==> config.mk <==
export PLATFORM = sky130hd
export DESIGN_NAME = pser_top
export DESIGN_NICKNAME = d
export VERILOG_FILES = /design/src/rtl/pser_pkg.sv /design/src/rtl/pser_sck_gen.sv /design/src/rtl/pser_word_fmt.sv /design/src/rtl/pser_shifter.sv /design/src/rtl/pser_top.sv
export SDC_FILE = /design/constraint.sdc
export NUM_CORES = 1
export LEC_CHECK = 0
export BUFFER_PORTS_ARGS = -buffer_cell sky130_fd_sc_hd__buf_2
export CORE_UTILIZATION = 62
export DETAILED_ROUTE_END_ITERATION = 8
export PLACE_DENSITY = 0.95
export SETUP_SLACK_MARGIN = 0.15
export SLEW_MARGIN = 20
export SYNTH_ARGS = -nofsm -noshare
export SYNTH_HDL_FRONTEND = slang
export SYNTH_HIERARCHICAL = 1
export SYNTH_SLANG_ARGS = --single-unit
==> constraint.sdc <==
create_clock -name clk -period 8.15 [get_ports clk]
set_clock_uncertainty 0.1 [all_clocks]
set_input_delay 1.63 -clock clk [delete_from_list [all_inputs] [get_ports clk]]
set_output_delay 1.63 -clock clk [all_outputs]
set_load 0.02 [all_outputs]
==> src/rtl/pser_pkg.sv <==
package pser_pkg;

  localparam logic [1:0] MODE_3W = 2'd1;
  localparam logic [1:0] MODE_4W = 2'd2;

  typedef enum logic [1:0] {
    ST_IDLE = 2'd0,
    ST_LOW  = 2'd1,
    ST_HIGH = 2'd2,
    ST_HOLD = 2'd3
  } pser_state_e;

  function automatic logic mode_valid(input logic [1:0] mode);
    return (mode == MODE_3W) || (mode == MODE_4W);
  endfunction

endpackage

==> src/rtl/pser_sck_gen.sv <==
module pser_sck_gen #(
  parameter int DIV_W = 8
) (
  input  logic             clk,
  input  logic             rst_n,
  input  logic             run,
  input  logic [DIV_W-1:0] half_div,
  output logic             half_done
);

  localparam logic [DIV_W-1:0] MIN_HALF = DIV_W'(2);

  function automatic logic [DIV_W-1:0] eff_half(input logic [DIV_W-1:0] d);
    return (d < MIN_HALF) ? MIN_HALF : d;
  endfunction

  logic [DIV_W-1:0] cnt_q;
  logic [DIV_W-1:0] lim;

  assign lim       = eff_half(half_div) - DIV_W'(1);
  assign half_done = run && (cnt_q == lim);

  always_ff @(posedge clk or negedge rst_n) begin
    if (!rst_n)               cnt_q <= '0;
    else if (!run || half_done) cnt_q <= '0;
    else                      cnt_q <= cnt_q + DIV_W'(1);
  end

endmodule

==> src/rtl/pser_word_fmt.sv <==
module pser_word_fmt #(
  parameter int DATA_W = 8,
  parameter int SH_W   = 2 * DATA_W,
  parameter int CNT_W  = $clog2(SH_W + 1)
) (
  input  logic              three_wire,
  input  logic              wide,
  input  logic              is_data,
  input  logic [DATA_W-1:0] data,
  output logic [SH_W-1:0]   frame,
  output logic [CNT_W-1:0]  nbits
);

  function automatic logic [CNT_W-1:0] frame_len(input logic tw, input logic wd);
    if (tw)      return CNT_W'(DATA_W + 1);
    else if (wd) return CNT_W'(SH_W);
    else         return CNT_W'(DATA_W);
  endfunction

  function automatic logic [SH_W-1:0] frame_pack(input logic tw, input logic wd,
                                                 input logic flag,
                                                 input logic [DATA_W-1:0] d);
    if (tw)      return {flag, d, (DATA_W - 1)'(0)};
    else if (wd) return {DATA_W'(0), d};
    else         return {d, DATA_W'(0)};
  endfunction

  assign frame = frame_pack(three_wire, wide, is_data, data);
  assign nbits = frame_len(three_wire, wide);

endmodule

==> src/rtl/pser_shifter.sv <==
module pser_shifter #(
  parameter int SH_W  = 16,
  parameter int CNT_W = 5
) (
  input  logic             clk,
  input  logic             rst_n,
  input  logic             load,
  input  logic             step,
  input  logic [SH_W-1:0]  frame,
  input  logic [CNT_W-1:0] nbits,
  output logic             msb,
  output logic             final_bit
);

  logic [SH_W-1:0]  sh_q;
  logic [CNT_W-1:0] left_q;

  always_ff @(posedge clk or negedge rst_n) begin
    if (!rst_n) begin
      sh_q   <= '0;
      left_q <= '0;
    end else if (load) begin
      sh_q   <= frame;
      left_q <= nbits;
    end else if (step) begin
      sh_q   <= {sh_q[SH_W-2:0], 1'b0};
      left_q <= left_q - CNT_W'(1);
    end
  end

  assign msb       = sh_q[SH_W-1];
  assign final_bit = (left_q == CNT_W'(1));

endmodule

==> src/rtl/pser_top.sv <==
module pser_top #(
  parameter int DATA_W = 8,
  parameter int DIV_W  = 8
) (
  input  logic              clk,
  input  logic              rst_n,
  input  logic [1:0]        cfg_mode,
  input  logic              cfg_wide,
  input  logic [DIV_W-1:0]  cfg_half_div,
  input  logic              in_valid,
  input  logic [DATA_W-1:0] in_data,
  input  logic              in_is_data,
  input  logic              in_last,
  output logic              in_ready,
  output logic              sck,
  output logic              dout,
  output logic              cs_n,
  output logic              cd,
  output logic              busy
);
  import pser_pkg::*;

  localparam int SH_W  = 2 * DATA_W;
  localparam int CNT_W = $clog2(SH_W + 1);

  pser_state_e state_q;
  logic sck_q, cs_n_q, cd_q, last_q;

  logic mode_ok, three_wire, accept, run, half_done;
  logic rise_ev, fall_ev, word_end, burst_end, step, final_bit;
  logic [SH_W-1:0]  frame;
  logic [CNT_W-1:0] nbits;

  assign mode_ok    = mode_valid(cfg_mode);
  assign three_wire = (cfg_mode == MODE_3W);
  assign in_ready   = mode_ok && ((state_q == ST_IDLE) || (state_q == ST_HOLD));
  assign accept     = in_valid && in_ready;
  assign run        = (state_q == ST_LOW) || (state_q == ST_HIGH);

  // Named events for the checker and for readability
  assign rise_ev   = (state_q == ST_LOW)  && half_done;
  assign fall_ev   = (state_q == ST_HIGH) && half_done;
  assign word_end  = fall_ev && final_bit;
  assign burst_end = word_end && last_q;
  assign step      = fall_ev && !final_bit;

  pser_sck_gen #(.DIV_W(DIV_W)) clkgen_i (
    .clk       (clk),
    .rst_n     (rst_n),
    .run       (run),
    .half_div  (cfg_half_div),
    .half_done (half_done)
  );

  pser_word_fmt #(.DATA_W(DATA_W), .SH_W(SH_W), .CNT_W(CNT_W)) fmt_i (
    .three_wire (three_wire),
    .wide       (cfg_wide),
    .is_data    (in_is_data),
    .data       (in_data),
    .frame      (frame),
    .nbits      (nbits)
  );

  pser_shifter #(.SH_W(SH_W), .CNT_W(CNT_W)) shift_i (
    .clk       (clk),
    .rst_n     (rst_n),
    .load      (accept),
    .step      (step),
    .frame     (frame),
    .nbits     (nbits),
    .msb       (dout),
    .final_bit (final_bit)
  );

  always_ff @(posedge clk or negedge rst_n) begin
    if (!rst_n) begin
      state_q <= ST_IDLE;
      sck_q   <= 1'b0;
      cs_n_q  <= 1'b1;
      cd_q    <= 1'b0;
      last_q  <= 1'b0;
    end else begin
      unique case (state_q)
        ST_IDLE, ST_HOLD: begin
          if (accept) begin
            state_q <= ST_LOW;
            cs_n_q  <= 1'b0;
            cd_q    <= three_wire ? 1'b0 : in_is_data;
            last_q  <= in_last;
          end
        end
        ST_LOW: begin
          if (rise_ev) begin
            state_q <= ST_HIGH;
            sck_q   <= 1'b1;
          end
        end
        ST_HIGH: begin
          if (fall_ev) begin
            sck_q <= 1'b0;
            if (burst_end) begin
              state_q <= ST_IDLE;
              cs_n_q  <= 1'b1;
              cd_q    <= 1'b0;
            end else if (word_end) begin
              state_q <= ST_HOLD;
            end else begin
              state_q <= ST_LOW;
            end
          end
        end
        default: state_q <= ST_IDLE;
      endcase
    end
  end

  assign sck  = sck_q;
  assign cs_n = cs_n_q;
  assign cd   = cd_q;
  assign busy = (state_q != ST_IDLE);

endmodule

== After elaboration in Yosys (flattened, before gate mapping) ==
Index checks and enable logic that the tools add are counted.

* Register bits after elaboration: 35
* Input port bits: 24
* Logic and storage cells: 75

* $add $sub $neg: 3
* Magnitude comparators: 1
* Eq/ne operators: 11
* Muxes and demuxes: 28
* Reductions and logical operators: 24

{| class="wikitable"
|+ Operator list
! cell !! count
|-
| 2-to-1 mux 16 bit || 4
|-
| 2-to-1 mux 5 bit || 4
|-
| 2-to-1 mux 8 bit || 2
|-
| 2-to-1 mux 2 bit || 5
|-
| 2-to-1 mux 1 bit || 9
|-
| adder 8 x 1 -> 8 bit (second input constant) || 1
|-
| == test 8 bit || 1
|-
| logical AND 1 bit || 8
|-
| less-than comparator 8 x 2 -> 1 bit (second input constant) || 1
|-
| != test 2 bit (second input constant) || 4
|-
| nonzero test 2 bit || 4
|-
| subtractor 8 x 1 -> 8 bit (second input constant) || 1
|-
| == test 2 bit (second input constant) || 3
|-
| one-hot mux 1 bit (2 select lines) || 3
|-
| one-hot mux 2 bit (3 select lines) || 1
|-
| AND reduction 3 bit || 2
|-
| == test 5 x 1 -> 1 bit (second input constant) || 1
|-
| subtractor 5 x 1 -> 5 bit (second input constant) || 1
|-
| == test 2 x 1 -> 1 bit (second input constant) || 2
|-
| logical OR 1 bit || 4
|-
| AND reduction 4 bit || 1
|-
| zero test 1 bit || 2
|-
| zero test 2 bit || 1
|-
| AND reduction 2 bit || 1
|-
| OR reduction 2 bit || 1
|}

== Longest topological paths before layout ==
Gate-level depths: netlist of the first run.

* Depth after elaboration: 11
* Gate-level depth with buffers: 16
* Depth with buffers taken out: 14

== Modules after synthesis ==
The synthesis of the first run kept the hierarchy.

{| class="wikitable"
|+ By module, submodules not included
! module !! instances !! cells each !! area an instance (um^2)
|-
| pser_shifter || 1 || 98 || 1024.7
|-
| pser_sck_gen || 1 || 76 || 706.9
|-
| pser_top || 1 || 41 || 396.6
|-
| pser_word_fmt || 1 || 29 || 200.2
|}

== Worst setup path after synthesis of the first run ==
No wires, ideal clock.

* Path kind: input-to-reg
* From: input cfg_half_div[2]
* To: register shift_i.left_q[3]
* Data arrival time: 4278 ps
* Required time: 7925 ps
* Path slack: 3648 ps
* Cell stages on the path: 15
* Path buffers: 1
* Cell sequence: buf_6 > nor4_1 > nand2_1 > nand2_1 > ha_1 > nor3b_1 > xnor2_1 > nand4b_2 > nor4_1 > and2_1 > nand2_2 > nor2_1 > nor4b_4 > xor2_1 > mux2_2

* Longest elaborated chain between the ends: 8

{| class="wikitable"
|+ Ends and longest elaborated chain
! item !! RTL line !! RTL
|-
| start, declared || pser_top.sv:9 || <nowiki>input logic [DIV_W-1:0] cfg_half_div,</nowiki>
|-
| less-than comparator 8 x 2 -> 1 bit || pser_sck_gen.sv:14 || <nowiki>return (d < MIN_HALF) ? MIN_HALF : d;</nowiki>
|-
| 2-to-1 mux 8 bit (*) || pser_sck_gen.sv:14 ||
|-
| subtractor 8 x 1 -> 8 bit (*) || pser_sck_gen.sv:20 || <nowiki>assign lim = eff_half(half_div) - DIV_W'(1);</nowiki>
|-
| == test 8 bit (*) || pser_sck_gen.sv:21 || <nowiki>assign half_done = run && (cnt_q == lim);</nowiki>
|-
| logical AND 1 bit (*) || pser_sck_gen.sv:21 ||
|-
| named net half_done || pser_top.sv:29 || <nowiki>logic mode_ok, three_wire, accept, run, half_done;</nowiki>
|-
| logical AND 1 bit (*) || pser_top.sv:42 || <nowiki>assign fall_ev = (state_q == ST_HIGH) && half_done;</nowiki>
|-
| logical AND 1 bit (*) || pser_top.sv:45 || <nowiki>assign step = fall_ev && !final_bit;</nowiki>
|-
| named net step || pser_top.sv:30 || <nowiki>logic rise_ev, fall_ev, word_end, burst_end, step, final_bit;</nowiki>
|-
| nonzero test 2 bit (no source line) (*) || -- ||
|-
| end signal, assigned || pser_shifter.sv:24 || <nowiki>left_q <= nbits;</nowiki>
|-
| end signal, assigned || pser_shifter.sv:27 || <nowiki>left_q <= left_q - CNT_W'(1);</nowiki>
|-
| end, declared || pser_shifter.sv:16 || <nowiki>logic [CNT_W-1:0] left_q;</nowiki>
|}

Mark *: on every way through the listed nets, which the timed path passes. The rest lies on a longest branch.
A chain may end at the register's enable or synchronous reset.

== Worst setup path after layout of the first run ==
* From: input cfg_half_div[7]
* To: register shift_i.left_q[3]

Same word-level chain as after synthesis.

==> results of run 1 <==
[kinds of logic (layout without fill, tap and decap cells)]
logic type,Yosys count,in the layout,share of synthesized area
flops,35,35,0.377
mux,18,18,0.0785
compound gates,56,56,0.179
fa+ha+maj,8,8,0.0430
xor+xnor,15,15,0.0564
other cells,1,2,0.00161
buf+inv,24,48,0.0564
simple gates,87,87,0.208
[through the flow]
step | cells | worst slack (ns) | power (mW)
6_report | 315 | 3.07 | 0.737
5_1_grt | 315 | 2.63 | 0.788
4_1_cts | 315 | 2.69 | 0.734
3_5_place_dp | 307 | 2.40 | 0.595
3_3_place_gp | 307 | 2.55 | 0.574
2_1_floorplan | 245 | 3.65 | 0.518
[layout by cell type, fill, tap and decap left out, drive strengths merged, types with 3 or more instances in the layout]
master   n
dfrtp   34
nand2   30
buf     30
o21ai   26
mux2i   16
nor2    16
inv     10
and2     9
ha       8
xor2     8
clkbuf   8
xnor2    7
a22o     7
nand3    6
a21oi    4
nand2b   4
nor3     4
a31oi    3
[area by class of cell]
| type | count | area (sq um) | area share |
|---|---|---|---|
| clock buffer | 8 | 100 | 0.0391 |
| inverter | 10 | 37.5 | 0.0146 |
| multi-input combinational | 186 | 1340 | 0.522 |
| sequential | 35 | 877 | 0.342 |
| tap | 46 | 57.6 | 0.0225 |
| timing repair buffer | 30 | 153 | 0.0596 |
[worst register-to-register path, cell delays in order (launching register included)]
cell     delay, ns
dfrtp_1       0.49
or4b_1        0.45
mux2i_1       0.15
a32oi_1       0.13
nor4_1        0.32
and2_1        0.30
nand2_2       0.12
nor2_4        0.54
nor4b_4       0.33
xor2_1        0.09
mux2_2        0.27
[metal layers]
metal  global-route usage  share of wire  routed length [um]
met1                0.349           0.46                2190
met4                0.111          0.020                  97
met2                0.441           0.48                2280
met5                    0              0                   0
met3               0.0525          0.039                 183
[state kept, by name, summed over array words and instances, names as in the netlist]
register / flops
cd: 1
clkgen_i/cnt_q: 8
cs_n: 1
last_q: 1
sck: 1
shift_i/left_q: 5
shift_i/sh_q: 16
state_q: 2
[path summary, 6_finish.rpt]
check	startpoint	slack, ns	cells after the start	end
max reg2reg	clkgen_i/cnt_q[0]$_DFF_PN0_	4.75	10	shift_i/left_q[3]$_DFFE_PN0P_
min reg2reg	cs_n$_DFFE_PN1P_	0.43	2	cs_n$_DFFE_PN1P_
min in group asynchronous	rst_n	1.31	1	clkgen_i/cnt_q[4]$_DFF_PN0_
max	cfg_half_div[7]	3.07	15	shift_i/left_q[3]$_DFFE_PN0P_
min	cs_n$_DFFE_PN1P_	0.43	2	cs_n$_DFFE_PN1P_
max in group asynchronous	rst_n	6.16	1	shift_i/sh_q[3]$_DFFE_PN0P_
[power groups by stage]
stage | Clock [mW] | Combinational, mW | Sequential (mW)
2_1_floorplan | 0 | 0.216 | 0.302
3_3_place_gp | 0 | 0.265 | 0.309
3_5_place_dp | 0 | 0.281 | 0.313
4_1_cts | 0.140 | 0.283 | 0.311
5_1_grt | 0.147 | 0.320 | 0.320
6_report | 0.139 | 0.285 | 0.313
==> impl_metrics.xml, run 1 <==
<?xml version="1.0" encoding="UTF-8"?>
<metrics>
  <group name="placed_design">
    <metric name="port-buffer-count" unit="">29</metric>
    <metric name="routabilityCongestion" unit="">0.816</metric>
    <metric name="dp_hpwl" unit="um">3500</metric>
    <metric name="placement.cell_area" unit="sq um">2450</metric>
  </group>
  <group name="critical_path">
    <metric name="critical_path.startpoint_type" unit="">input port</metric>
    <metric name="critPathMaxStageDelay" unit="ns">0.54</metric>
    <metric name="crit_arrival" unit="ns">5.16</metric>
    <metric name="kind_of_capture_point_of_the_worst_setup_path" unit="">flip-flop</metric>
    <metric name="critPathBufInv" unit="">1</metric>
    <metric name="crit_path_top_delay_cell" unit="">nor2_4</metric>
    <metric name="critical_path.max_fanout" unit="">22</metric>
    <metric name="worstSetupPathType" unit="">input port to flip-flop</metric>
    <metric name="crit_chain" unit="">buf_2 -&gt; nor4_1 -&gt; nand2_1 -&gt; nand2_1 -&gt; ha_1 -&gt; nor3b_1 -&gt; xnor2_1 -&gt; nand4b_2 -&gt; nor4_1 -&gt; and2_1 -&gt; nand2_2 -&gt; nor2_4 -&gt; nor4b_4 -&gt; xor2_1 -&gt; mux2_2</metric>
    <metric name="cp_top_delay_family" unit="">simple AND/OR/NAND/NOR gates</metric>
    <metric name="timing.critical_path.required" unit="ns">8.23</metric>
  </group>
  <group name="synth">
    <metric name="synthTopCellsByCount" unit="">dfrtp_1 (34), nand2_1 (29), o21ai_0 (17), mux2i_1 (16), nor2_1 (16)</metric>
    <metric name="synth_cell_type_count" unit="">57</metric>
    <metric name="async_set_or_reset_register_ratio_after_synthesis" unit="">1.00</metric>
    <metric name="synthesis.area" unit="sq um">2330</metric>
    <metric name="synthDominantCellAreaShare" unit="">0.365</metric>
    <metric name="flip_flop_cell_with_the_highest_count_after_synthesis" unit="">dfrtp_1</metric>
    <metric name="yosysSeqAreaShare" unit="">0.377</metric>
    <metric name="synth_area_per_cell" unit="sq um">9.54</metric>
    <metric name="post-synth-top-count-cell" unit="">dfrtp_1</metric>
    <metric name="ys_ff_latch" unit="">35</metric>
    <metric name="edff_count_synth" unit="">0</metric>
    <metric name="post-synth-top-area-cell" unit="">dfrtp_1</metric>
    <metric name="yosys-top-cells-area" unit="">dfrtp_1 (37%), mux2i_1 (6.9%), nand2_1 (4.7%), ha_1 (4.3%), o21ai_0 (3.7%)</metric>
    <metric name="ys_warn_count" unit="">6</metric>
    <metric name="postSynthCellCount" unit="">244</metric>
  </group>
  <group name="pwr">
    <metric name="power.combinational.fraction" unit="">0.387</metric>
    <metric name="power_density" unit="nW/um^2">288</metric>
    <metric name="power.internal" unit="mW">0.446</metric>
    <metric name="p_clk_frac" unit="">0.188</metric>
    <metric name="netSwitchingFraction" unit="">0.395</metric>
    <metric name="p_sw" unit="mW">0.292</metric>
    <metric name="reg_power_frac" unit="">0.425</metric>
    <metric name="p_leak" unit="nW">1.11</metric>
    <metric name="ir_drop" unit="V">0.000187</metric>
  </group>
  <group name="global_routing">
    <metric name="first_global_vias" unit="">1815</metric>
    <metric name="globalRouteOverflowTotal" unit="">0</metric>
    <metric name="grt_first_pass_wirelength" unit="um">8330</metric>
    <metric name="antenna_found_initial" unit="">0</metric>
    <metric name="track_usage" unit="">0.269</metric>
    <metric name="grt_start_max_net_pins" unit="">36</metric>
  </group>
  <group name="drt">
    <metric name="drtIter0Drc" unit="">189</metric>
    <metric name="drt_drc_violations_left" unit="">0</metric>
    <metric name="routed_wire_length_per_instance" unit="um">15.1</metric>
    <metric name="route.detailed.vias_per_inst" unit="">5.92</metric>
    <metric name="dr_total_vias" unit="">1864</metric>
    <metric name="routed_wl" unit="um">4750</metric>
    <metric name="ant_nets" unit="">0</metric>
    <metric name="drt_pass1_iterations" unit="">4</metric>
  </group>
  <group name="timing">
    <metric name="timing_hold_violations_final" unit="">0</metric>
    <metric name="slew_viol_final" unit="">0</metric>
    <metric name="max-slew-margin-rel" unit="">0.494</metric>
    <metric name="period_needed" unit="ns">5.08</metric>
    <metric name="grt_setup_unrepaired" unit="">false</metric>
    <metric name="fin_worst_hold_slack" unit="ns">0.427</metric>
    <metric name="min_period_over_period" unit="">0.624</metric>
    <metric name="finalSetupViolations" unit="">0</metric>
    <metric name="timing.fmax" unit="GHz">0.197</metric>
    <metric name="final.setup.tns" unit="ns">0</metric>
    <metric name="worst-slew-pin-transition" unit="ns">0.759</metric>
  </group>
  <group name="layout">
    <metric name="flow.area_growth_from_synthesis" unit="%">10.0</metric>
    <metric name="finish.utilization" unit="">0.739</metric>
    <metric name="final_design_area_no_fill" unit="sq um">2560</metric>
    <metric name="fill_cells" unit="">262</metric>
    <metric name="diodes" unit="">0</metric>
    <metric name="final_net_count" unit="">300</metric>
    <metric name="share_of_layout_cells_above_drive_strength_1" unit="">0.208</metric>
  </group>
  <group name="floorplan">
    <metric name="initial_utilization" unit="">0.671</metric>
    <metric name="die-height" unit="um">63.3</metric>
    <metric name="coreArea" unit="sq um">3470</metric>
    <metric name="rows" unit="">21</metric>
    <metric name="io-pin-count" unit="">30</metric>
    <metric name="die_area" unit="sq um">4000</metric>
    <metric name="die_width" unit="um">63.3</metric>
  </group>
  <group name="run_status">
    <metric name="run_status" unit="">finished, final reports clean</metric>
  </group>
  <group name="cts">
    <metric name="clk_transition_reported_paths" unit="ns">0.07</metric>
    <metric name="ctsResizeCount" unit="">0</metric>
    <metric name="clock_tree.buffer_depth" unit="">2</metric>
    <metric name="clockRootBuffer" unit="">clkbuf_8</metric>
    <metric name="tritoncts" unit="">yes</metric>
    <metric name="ctsHoldBuffers" unit="">0</metric>
    <metric name="clock_sinks" unit="">35</metric>
    <metric name="cts_setup_buffers" unit="">0</metric>
    <metric name="cts-buffers-inserted" unit="">5</metric>
    <metric name="ctsHtreeMaxLevel" unit="">2</metric>
    <metric name="clock_insertion_delay_worst_skew" unit="ns">0.29</metric>
  </group>
  <group name="job">
    <metric name="timing.max_cap.violations" unit="">0</metric>
  </group>
  <group name="worst_hold_path">
    <metric name="min-delay-path-class" unit="">flip-flop to flip-flop</metric>
  </group>
</metrics>
Note: power is estimated with default switching activity, not from simulation.
==> run 2: changes to the inputs <==
--- a/config.mk
+++ b/config.mk
@@ -5,10 +5,11 @@
 export SDC_FILE = /design/constraint.sdc
 export NUM_CORES = 1
 export LEC_CHECK = 0
+export ABC_AREA = 1
 export BUFFER_PORTS_ARGS = -buffer_cell sky130_fd_sc_hd__buf_2
-export CORE_UTILIZATION = 62
+export CORE_UTILIZATION = 53
 export DETAILED_ROUTE_END_ITERATION = 8
-export PLACE_DENSITY = 0.95
+export PLACE_DENSITY = 0.87
 export SETUP_SLACK_MARGIN = 0.15
 export SLEW_MARGIN = 20
 export SYNTH_ARGS = -nofsm -noshare
==> constraint.sdc (replaced) <==
create_clock -name clk -period 4.4 [get_ports clk]
set_clock_uncertainty 0.1 [all_clocks]
set_input_delay 0.88 -clock clk [delete_from_list [all_inputs] [get_ports clk]]
set_output_delay 0.88 -clock clk [all_outputs]
set_load 0.02 [all_outputs]
==> run 2 against run 1 <==
- die area increased by 24%
- global-route usage decreased by 6.0 points
- worst setup slack worse by 2.3 ns
- combinational power is 82% higher
- flip-flop and latch count did not move
- register-to-register slack got worse by 3.0 ns
- utilization is 13 points lower
- largest power group unchanged
- count of clock-buffer cells in the layout unchanged
- synthesized area increased by 6.6%
- non-clock buffer count decreased by 1
- largest cell class unchanged
- highest routed layer unchanged
- worst hold slack lost 0.053 ns
==> impl_metrics.xml, run 2 <==
<?xml version="1.0" encoding="UTF-8"?>
<metrics>
  <group name="timing">
    <metric name="timing.fmax" unit="GHz">0.272</metric>
    <metric name="slew_viol_final" unit="">0</metric>
    <metric name="timing_hold_violations_final" unit="">0</metric>
    <metric name="max-slew-margin-rel" unit="">0.348</metric>
    <metric name="worst-slew-pin-transition" unit="ns">0.979</metric>
    <metric name="grt_setup_unrepaired" unit="">false</metric>
    <metric name="final.setup.tns" unit="ns">0</metric>
    <metric name="period_needed" unit="ns">3.68</metric>
    <metric name="finalSetupViolations" unit="">0</metric>
    <metric name="min_period_over_period" unit="">0.837</metric>
  </group>
  <group name="critical_path">
    <metric name="critical_path.max_fanout" unit="">19</metric>
    <metric name="crit_path_top_delay_cell" unit="">nor2_4</metric>
    <metric name="kind_of_capture_point_of_the_worst_setup_path" unit="">flip-flop</metric>
    <metric name="worstSetupPathType" unit="">input port to flip-flop</metric>
    <metric name="critical_path.most_common_cell" unit="">nor2_1</metric>
    <metric name="critical_path.startpoint_type" unit="">input port</metric>
    <metric name="cp_top_delay_family" unit="">simple AND/OR/NAND/NOR gates</metric>
    <metric name="critPathMaxStageDelay" unit="ns">0.45</metric>
    <metric name="critPathBufInv" unit="">3</metric>
    <metric name="timing.critical_path.required" unit="ns">4.51</metric>
    <metric name="crit_chain" unit="">buf_2 -&gt; nor2_2 -&gt; nand2_2 -&gt; nor2_2 -&gt; nor2_1 -&gt; ha_1 -&gt; xor2_1 -&gt; nand3_1 -&gt; nor2_1 -&gt; nand2_1 -&gt; nor2_1 -&gt; nand2_1 -&gt; nor2_2 -&gt; nand2_2 -&gt; nor2_1 -&gt; nand2_1 -&gt; nor2_1 -&gt; inv_2 -&gt; nor2_4 -&gt; inv_2 -&gt; o21ai_1</metric>
    <metric name="crit_arrival" unit="ns">3.79</metric>
  </group>
  <group name="synth">
    <metric name="postSynthCellCount" unit="">346</metric>
    <metric name="post-synth-top-count-cell" unit="">nand2_1</metric>
    <metric name="post-synth-top-area-cell" unit="">dfrtp_1</metric>
    <metric name="edff_count_synth" unit="">0</metric>
    <metric name="flip_flop_cell_with_the_highest_count_after_synthesis" unit="">dfrtp_1</metric>
    <metric name="ys_warn_count" unit="">6</metric>
    <metric name="async_set_or_reset_register_ratio_after_synthesis" unit="">1.00</metric>
    <metric name="yosysSeqAreaShare" unit="">0.353</metric>
    <metric name="synth_cell_type_count" unit="">35</metric>
    <metric name="synthesis.area" unit="sq um">2480</metric>
    <metric name="synth_area_per_cell" unit="sq um">7.17</metric>
    <metric name="synthDominantCellAreaShare" unit="">0.343</metric>
    <metric name="ys_ff_latch" unit="">35</metric>
    <metric name="synthTopCellsByCount" unit="">nand2_1 (123), inv_1 (36), nor2_1 (36), dfrtp_1 (34), nand3_1 (25)</metric>
    <metric name="yosys-top-cells-area" unit="">dfrtp_1 (34%), nand2_1 (19%), inv_1 (5.4%), nor2_1 (5.4%), nand3_1 (5.0%)</metric>
  </group>
  <group name="drt">
    <metric name="m1WireLength" unit="um">2180</metric>
    <metric name="route.detailed.vias_per_inst" unit="">5.13</metric>
    <metric name="met3_length" unit="um">220</metric>
    <metric name="drt_pass1_iterations" unit="">5</metric>
    <metric name="route.top_layer_used" unit="">met4</metric>
    <metric name="dr_total_vias" unit="">2182</metric>
    <metric name="drtIter0Drc" unit="">91</metric>
    <metric name="routed_wire_length_per_instance" unit="um">11.2</metric>
    <metric name="ant_nets" unit="">0</metric>
    <metric name="met2WireLength" unit="um">2290</metric>
    <metric name="drt_drc_violations_left" unit="">0</metric>
    <metric name="routed_wl" unit="um">4780</metric>
  </group>
  <group name="global_routing">
    <metric name="first_global_vias" unit="">1897</metric>
    <metric name="globalRouteOverflowTotal" unit="">0</metric>
    <metric name="antenna_found_initial" unit="">0</metric>
    <metric name="grt_first_pass_wirelength" unit="um">8150</metric>
    <metric name="track_usage" unit="">0.209</metric>
    <metric name="grt_start_max_net_pins" unit="">36</metric>
  </group>
  <group name="worst_hold_path">
    <metric name="min-delay-path-class" unit="">flip-flop to flip-flop</metric>
  </group>
  <group name="cts">
    <metric name="ctsResizeCount" unit="">0</metric>
    <metric name="ctsHtreeMaxLevel" unit="">2</metric>
    <metric name="clock_insertion_delay_worst_skew" unit="ns">0.29</metric>
    <metric name="clk_transition_reported_paths" unit="ns">0.07</metric>
    <metric name="clock_tree.buffer_depth" unit="">2</metric>
    <metric name="clock_sinks" unit="">35</metric>
    <metric name="ctsHoldBuffers" unit="">0</metric>
    <metric name="tritoncts" unit="">yes</metric>
    <metric name="clockRootBuffer" unit="">clkbuf_8</metric>
    <metric name="cts-buffers-inserted" unit="">5</metric>
    <metric name="cts_setup_buffers" unit="">0</metric>
  </group>
  <group name="placed_design">
    <metric name="dp_hpwl" unit="um">3520</metric>
    <metric name="port-buffer-count" unit="">29</metric>
    <metric name="cell_count_post_placement" unit="">417</metric>
    <metric name="routabilityCongestion" unit="">0.934</metric>
    <metric name="placement.cell_area" unit="sq um">2590</metric>
  </group>
  <group name="pwr">
    <metric name="ir_drop" unit="V">0.000242</metric>
    <metric name="p_clk_frac" unit="">0.175</metric>
    <metric name="netSwitchingFraction" unit="">0.408</metric>
    <metric name="power.internal" unit="mW">0.753</metric>
    <metric name="power_density" unit="nW/um^2">477</metric>
    <metric name="p_sw" unit="mW">0.520</metric>
    <metric name="p_leak" unit="nW">1.46</metric>
    <metric name="power.combinational.fraction" unit="">0.408</metric>
    <metric name="reg_power_frac" unit="">0.417</metric>
  </group>
  <group name="floorplan">
    <metric name="die-height" unit="um">70.4</metric>
    <metric name="rows" unit="">24</metric>
    <metric name="coreArea" unit="sq um">4410</metric>
    <metric name="io-pin-count" unit="">30</metric>
    <metric name="die_width" unit="um">70.4</metric>
    <metric name="die_area" unit="sq um">4960</metric>
    <metric name="initial_utilization" unit="">0.562</metric>
  </group>
  <group name="layout">
    <metric name="final_cell_mix" unit="">nand2_1 (123), inv_1 (36), nor2_1 (36)</metric>
    <metric name="fill_cells" unit="">396</metric>
    <metric name="diodes" unit="">0</metric>
    <metric name="final_design_area_no_fill" unit="sq um">2670</metric>
    <metric name="largestRegisters" unit="">shift_i/sh_q (16), clkgen_i/cnt_q (8), shift_i/left_q (5)</metric>
    <metric name="final_net_count" unit="">404</metric>
    <metric name="largest-register" unit="">shift_i/sh_q</metric>
    <metric name="share_of_layout_cells_above_drive_strength_1" unit="">0.209</metric>
    <metric name="layout.cells.most_common" unit="">nand2_1</metric>
    <metric name="flow.area_growth_from_synthesis" unit="%">7.46</metric>
    <metric name="largest_register_ffs" unit="">16</metric>
    <metric name="post_layout_nonfiller_instances" unit="">425</metric>
  </group>
  <group name="job">
    <metric name="timing.max_cap.violations" unit="">0</metric>
  </group>
  <group name="run_status">
    <metric name="run_status" unit="">finished, final reports clean</metric>
  </group>
</metrics>
[run 2: cell count changes in the layout (fill, tap and decap cells not counted), sizes merged, moves of 3 or more]
cell | before | now
a22o | 7 | 1
nor2 | 16 | 44
and2 | 9 | 0
nand4 | 0 | 3
o21ai | 26 | 5
nand2b | 4 | 0
mux2i | 16 | 0
xnor2 | 7 | 3
nand3 | 6 | 35
inv | 10 | 39
nand2 | 30 | 139
a31oi | 3 | 0
[run 2: power by group through the flow]
stage | clock [mW] | combinational, mW | sequential (mW)
floorplan | 0 | 0.405 | 0.533
global placement | 0 | 0.501 | 0.531
detailed placement | 0 | 0.521 | 0.533
CTS | 0.227 | 0.523 | 0.531
global route | 0.237 | 0.590 | 0.546
finish | 0.223 | 0.519 | 0.531
[run 2: worst min-delay path, delay by kind of cell, from the launching register on]
kind             cells  cell delay (ns)
DFF                  1             0.37
and+or+nand+nor      2             0.11
[run 2: metrics by stage]
stage	setup WS (ns)	util	hold slack [ns]	power, mW
2_1_floorplan	1.05	-	0.352	0.938
3_3_place_gp	0.515	0.586	0.352	1.03
3_5_place_dp	0.466	0.586	0.359	1.05
6_report	0.719	0.604	0.375	1.27
5_1_grt	0.368	0.604	0.387	1.37
4_1_cts	0.748	0.604	0.375	1.28
[run 2: final timing paths]
path                                             start                             to  slack [ns]  cells past startpoint
setup / recovery                       cfg_half_div[3]  shift_i/left_q[1]$_DFFE_PN0P_        0.72                     21
hold / removal                        cs_n$_DFFE_PN1P_               cs_n$_DFFE_PN1P_        0.37                      2
setup reg to reg           clkgen_i/cnt_q[2]$_DFF_PN0_  shift_i/left_q[1]$_DFFE_PN0P_        1.72                     18
hold reg to reg                       cs_n$_DFFE_PN1P_               cs_n$_DFFE_PN1P_        0.37                      2
max in group asynchronous                        rst_n    clkgen_i/cnt_q[0]$_DFF_PN0_        3.15                      1
min in group asynchronous                        rst_n         state_q[1]$_DFFE_PN0P_        0.55                      1
[run 2: per-layer routing]
layer / vias to the layer above / GRT usage
met3: 7 / 0.0491
met4: 0 / 0.0911
li1: 1114 / -
met5: - / 0
met2: 54 / 0.347
met1: 1007 / 0.258
[run 2: logic make-up (layout without fill, tap and decap cells)]
family | count (synthesis) | count (layout) | share of synthesized area
AND/OR/NAND/NOR | 226 | 226 | 0.419
buffers and inverters | 52 | 78 | 0.106
flip-flops | 35 | 35 | 0.353
AO/OA/AOI/OAI | 14 | 14 | 0.0444
XOR/XNOR | 10 | 10 | 0.0353
adder cells (fa/ha/maj) | 8 | 8 | 0.0403
other | 1 | 2 | 0.00151
[run 2: area by class of cell]
class	count	area [sq um]	share of cell area
clock buffer	8	80.1	0.0300
multi-input combinational	260	1350	0.505
inverter	41	154	0.0577
sequential	35	877	0.329
timing repair buffer	29	145	0.0544
tap	52	65.1	0.0244
==> run 3: changes to the inputs <==
--- a/config.mk
+++ b/config.mk
@@ -5,11 +5,11 @@
 export SDC_FILE = /design/constraint.sdc
 export NUM_CORES = 1
 export LEC_CHECK = 0
-export ABC_AREA = 1
+export ABC_AREA = 0
 export BUFFER_PORTS_ARGS = -buffer_cell sky130_fd_sc_hd__buf_2
-export CORE_UTILIZATION = 53
+export CORE_UTILIZATION = 58
 export DETAILED_ROUTE_END_ITERATION = 8
-export PLACE_DENSITY = 0.87
+export PLACE_DENSITY = 0.9
 export SETUP_SLACK_MARGIN = 0.15
 export SLEW_MARGIN = 20
 export SYNTH_ARGS = -nofsm -noshare
==> constraint.sdc (replaced) <==
create_clock -name clk -period 3.85 [get_ports clk]
set_clock_uncertainty 0.1 [all_clocks]
set_input_delay 0.77 -clock clk [delete_from_list [all_inputs] [get_ports clk]]
set_output_delay 0.77 -clock clk [all_outputs]
set_load 0.02 [all_outputs]
==> run 3 against run 2 <==
- cell count shrank 24%
- first-iteration DRC count grew 31%
- critical path depth shrank 7
- worst hold slack gained 0.031 ns
- sequential power grew 24%
- power grew 22%
- die area shrank 14%
- non-clock buffer count grew 6
- count of clock-buffer cells in the layout is the same
- register-to-register slack lost 0.65 ns
- clock power grew 30%
- critical path type unchanged
- largest cell class unchanged
- highest routed layer unchanged
==> impl_metrics.xml, run 3 (same netlist as run 1, synthesis figures left out) <==
<?xml version="1.0" encoding="UTF-8"?>
<metrics>
  <group name="run_status">
    <metric name="run_status" unit="">finished, final reports clean</metric>
  </group>
  <group name="cts">
    <metric name="cts_setup_buffers" unit="">0</metric>
    <metric name="clock_insertion_delay_worst_skew" unit="ns">0.28</metric>
    <metric name="clk_transition_reported_paths" unit="ns">0.07</metric>
    <metric name="ctsResizeCount" unit="">0</metric>
    <metric name="ctsHtreeMaxLevel" unit="">2</metric>
    <metric name="clock_sinks" unit="">35</metric>
    <metric name="tritoncts" unit="">yes</metric>
    <metric name="cts-buffers-inserted" unit="">5</metric>
    <metric name="clock_tree.buffer_depth" unit="">2</metric>
    <metric name="clockRootBuffer" unit="">clkbuf_8</metric>
    <metric name="ctsHoldBuffers" unit="">0</metric>
  </group>
  <group name="timing">
    <metric name="grt_setup_unrepaired" unit="">false</metric>
    <metric name="max-slew-margin-rel" unit="">0.401</metric>
    <metric name="fin_worst_hold_slack" unit="ns">0.405</metric>
    <metric name="finalSetupViolations" unit="">0</metric>
    <metric name="min_period_over_period" unit="">0.880</metric>
    <metric name="worst-slew-pin-transition" unit="ns">0.896</metric>
    <metric name="period_needed" unit="ns">3.39</metric>
    <metric name="timing_hold_violations_final" unit="">0</metric>
    <metric name="slew_viol_final" unit="">0</metric>
    <metric name="timing.fmax" unit="GHz">0.295</metric>
  </group>
  <group name="pwr">
    <metric name="ir_drop" unit="V">0.000274</metric>
    <metric name="finalPower" unit="mW">1.55</metric>
    <metric name="power_density" unit="nW/um^2">590</metric>
    <metric name="p_leak" unit="nW">1.14</metric>
  </group>
  <group name="critical_path">
    <metric name="regToRegSetupSlack" unit="ns">1.07</metric>
    <metric name="crit_path_top_delay_cell" unit="">nor4_4</metric>
    <metric name="timing.critical_path.required" unit="ns">3.92</metric>
    <metric name="kind_of_capture_point_of_the_worst_setup_path" unit="">flip-flop</metric>
    <metric name="crit_arrival" unit="ns">3.46</metric>
    <metric name="cp_top_delay_family" unit="">simple AND/OR/NAND/NOR gates</metric>
    <metric name="critical_path.max_fanout" unit="">4</metric>
    <metric name="crit_chain" unit="">buf_2 -&gt; nor4_4 -&gt; a21oi_1 -&gt; ha_1 -&gt; and2_1 -&gt; o21ai_0 -&gt; a31oi_4 -&gt; nor4_1 -&gt; and2_2 -&gt; nand2_2 -&gt; nor2_2 -&gt; nor4b_4 -&gt; xor2_1 -&gt; mux2_2</metric>
    <metric name="critical_path.startpoint_type" unit="">input port</metric>
    <metric name="critPathMaxStageDelay" unit="ns">0.29</metric>
    <metric name="critPathBufInv" unit="">1</metric>
    <metric name="worstSetupPathType" unit="">input port to flip-flop</metric>
  </group>
  <group name="layout">
    <metric name="finish.utilization" unit="">0.701</metric>
    <metric name="layout.cells.most_common" unit="">dfrtp_1</metric>
    <metric name="diodes" unit="">0</metric>
    <metric name="largest-register" unit="">shift_i/sh_q</metric>
    <metric name="final_cell_mix" unit="">dfrtp_1 (34), nand2_1 (29), buf_2 (29)</metric>
    <metric name="fill_cells" unit="">295</metric>
    <metric name="flow.area_growth_from_synthesis" unit="%">12.7</metric>
    <metric name="share_of_layout_cells_above_drive_strength_1" unit="">0.230</metric>
    <metric name="final_net_count" unit="">305</metric>
    <metric name="largestRegisters" unit="">shift_i/sh_q (16), clkgen_i/cnt_q (8), shift_i/left_q (5)</metric>
    <metric name="largest_register_ffs" unit="">16</metric>
  </group>
  <group name="drt">
    <metric name="route.detailed.vias_per_inst" unit="">5.85</metric>
    <metric name="ant_nets" unit="">0</metric>
    <metric name="drt_pass1_iterations" unit="">4</metric>
    <metric name="dr_total_vias" unit="">1883</metric>
    <metric name="drt_drc_violations_left" unit="">0</metric>
    <metric name="routed_wl" unit="um">4450</metric>
    <metric name="drtIter0Drc" unit="">119</metric>
    <metric name="routed_wire_length_per_instance" unit="um">13.8</metric>
  </group>
  <group name="worst_hold_path">
    <metric name="min-delay-path-class" unit="">flip-flop to flip-flop</metric>
  </group>
  <group name="global_routing">
    <metric name="globalRouteOverflowTotal" unit="">0</metric>
    <metric name="track_usage" unit="">0.235</metric>
    <metric name="antenna_found_initial" unit="">0</metric>
    <metric name="first_global_vias" unit="">1854</metric>
    <metric name="grt_start_max_net_pins" unit="">36</metric>
    <metric name="grt_first_pass_wirelength" unit="um">7730</metric>
  </group>
  <group name="floorplan">
    <metric name="die_area" unit="sq um">4270</metric>
    <metric name="coreArea" unit="sq um">3740</metric>
    <metric name="die_width" unit="um">65.4</metric>
    <metric name="die-height" unit="um">65.4</metric>
    <metric name="io-pin-count" unit="">30</metric>
    <metric name="initial_utilization" unit="">0.622</metric>
    <metric name="rows" unit="">22</metric>
  </group>
  <group name="placed_design">
    <metric name="dp_hpwl" unit="um">3320</metric>
    <metric name="port-buffer-count" unit="">29</metric>
    <metric name="routabilityCongestion" unit="">0.861</metric>
  </group>
  <group name="job">
    <metric name="timing.max_cap.violations" unit="">0</metric>
  </group>
</metrics>
==> run 3: metrics by stage <==
stage	cells	worst slack (ns)	TNS (ns)	instance area, sq um
floorplan	245	0.208	0	2330
global placement	314	0.0930	0	2500
detailed placement	314	-0.0450	-0.0611	2500
CTS	322	0.260	0	2600
global route	322	0.160	0	2630
finish	322	0.461	0	2630
==> run 3: final cells by class <==
cell class              instances  area, sq um  area share
flip-flops and latches         35          877       0.334
inverters                      10         37.5      0.0143
multi-input cells             186         1350       0.513
clock buffers                   8          100      0.0381
well taps                      48         60.1      0.0229
repair buffers                 35          203      0.0772
==> run 3: power breakdown <==
| part | internal [mW] | switching (mW) |
|---|---|---|
| logic | 0.267 | 0.336 |
| registers | 0.518 | 0.139 |
| clock network | 0.163 | 0.126 |
==> run 3: tightest hold or removal path, delay by kind of cell, from the launching register on <==
kind            cells  cell delay [ns]
flops               1             0.37
compound gates      2             0.12
==> run 3: path summary, 6_finish.rpt <==
check | cells after the start | start | to
worst max-delay path | 14 | cfg_half_div[6] | shift_i/left_q[3]$_DFFE_PN0P_
worst min-delay path | 2 | cs_n$_DFFE_PN1P_ | cs_n$_DFFE_PN1P_
worst max register to register | 10 | clkgen_i/cnt_q[0]$_DFF_PN0_ | shift_i/left_q[3]$_DFFE_PN0P_
worst min register to register | 2 | cs_n$_DFFE_PN1P_ | cs_n$_DFFE_PN1P_
max in group asynchronous | 1 | rst_n | cd$_DFFE_PN0P_
min in group asynchronous | 1 | rst_n | shift_i/sh_q[4]$_DFFE_PN0P_
==> run 3: layer usage <==
layer,part of all wire,track usage,up-vias
met3,0.044,0.0347,4
met2,0.51,0.418,57
met5,0,0,-
li1,-,-,918
met1,0.44,0.282,904
met4,0.0090,0.0951,0
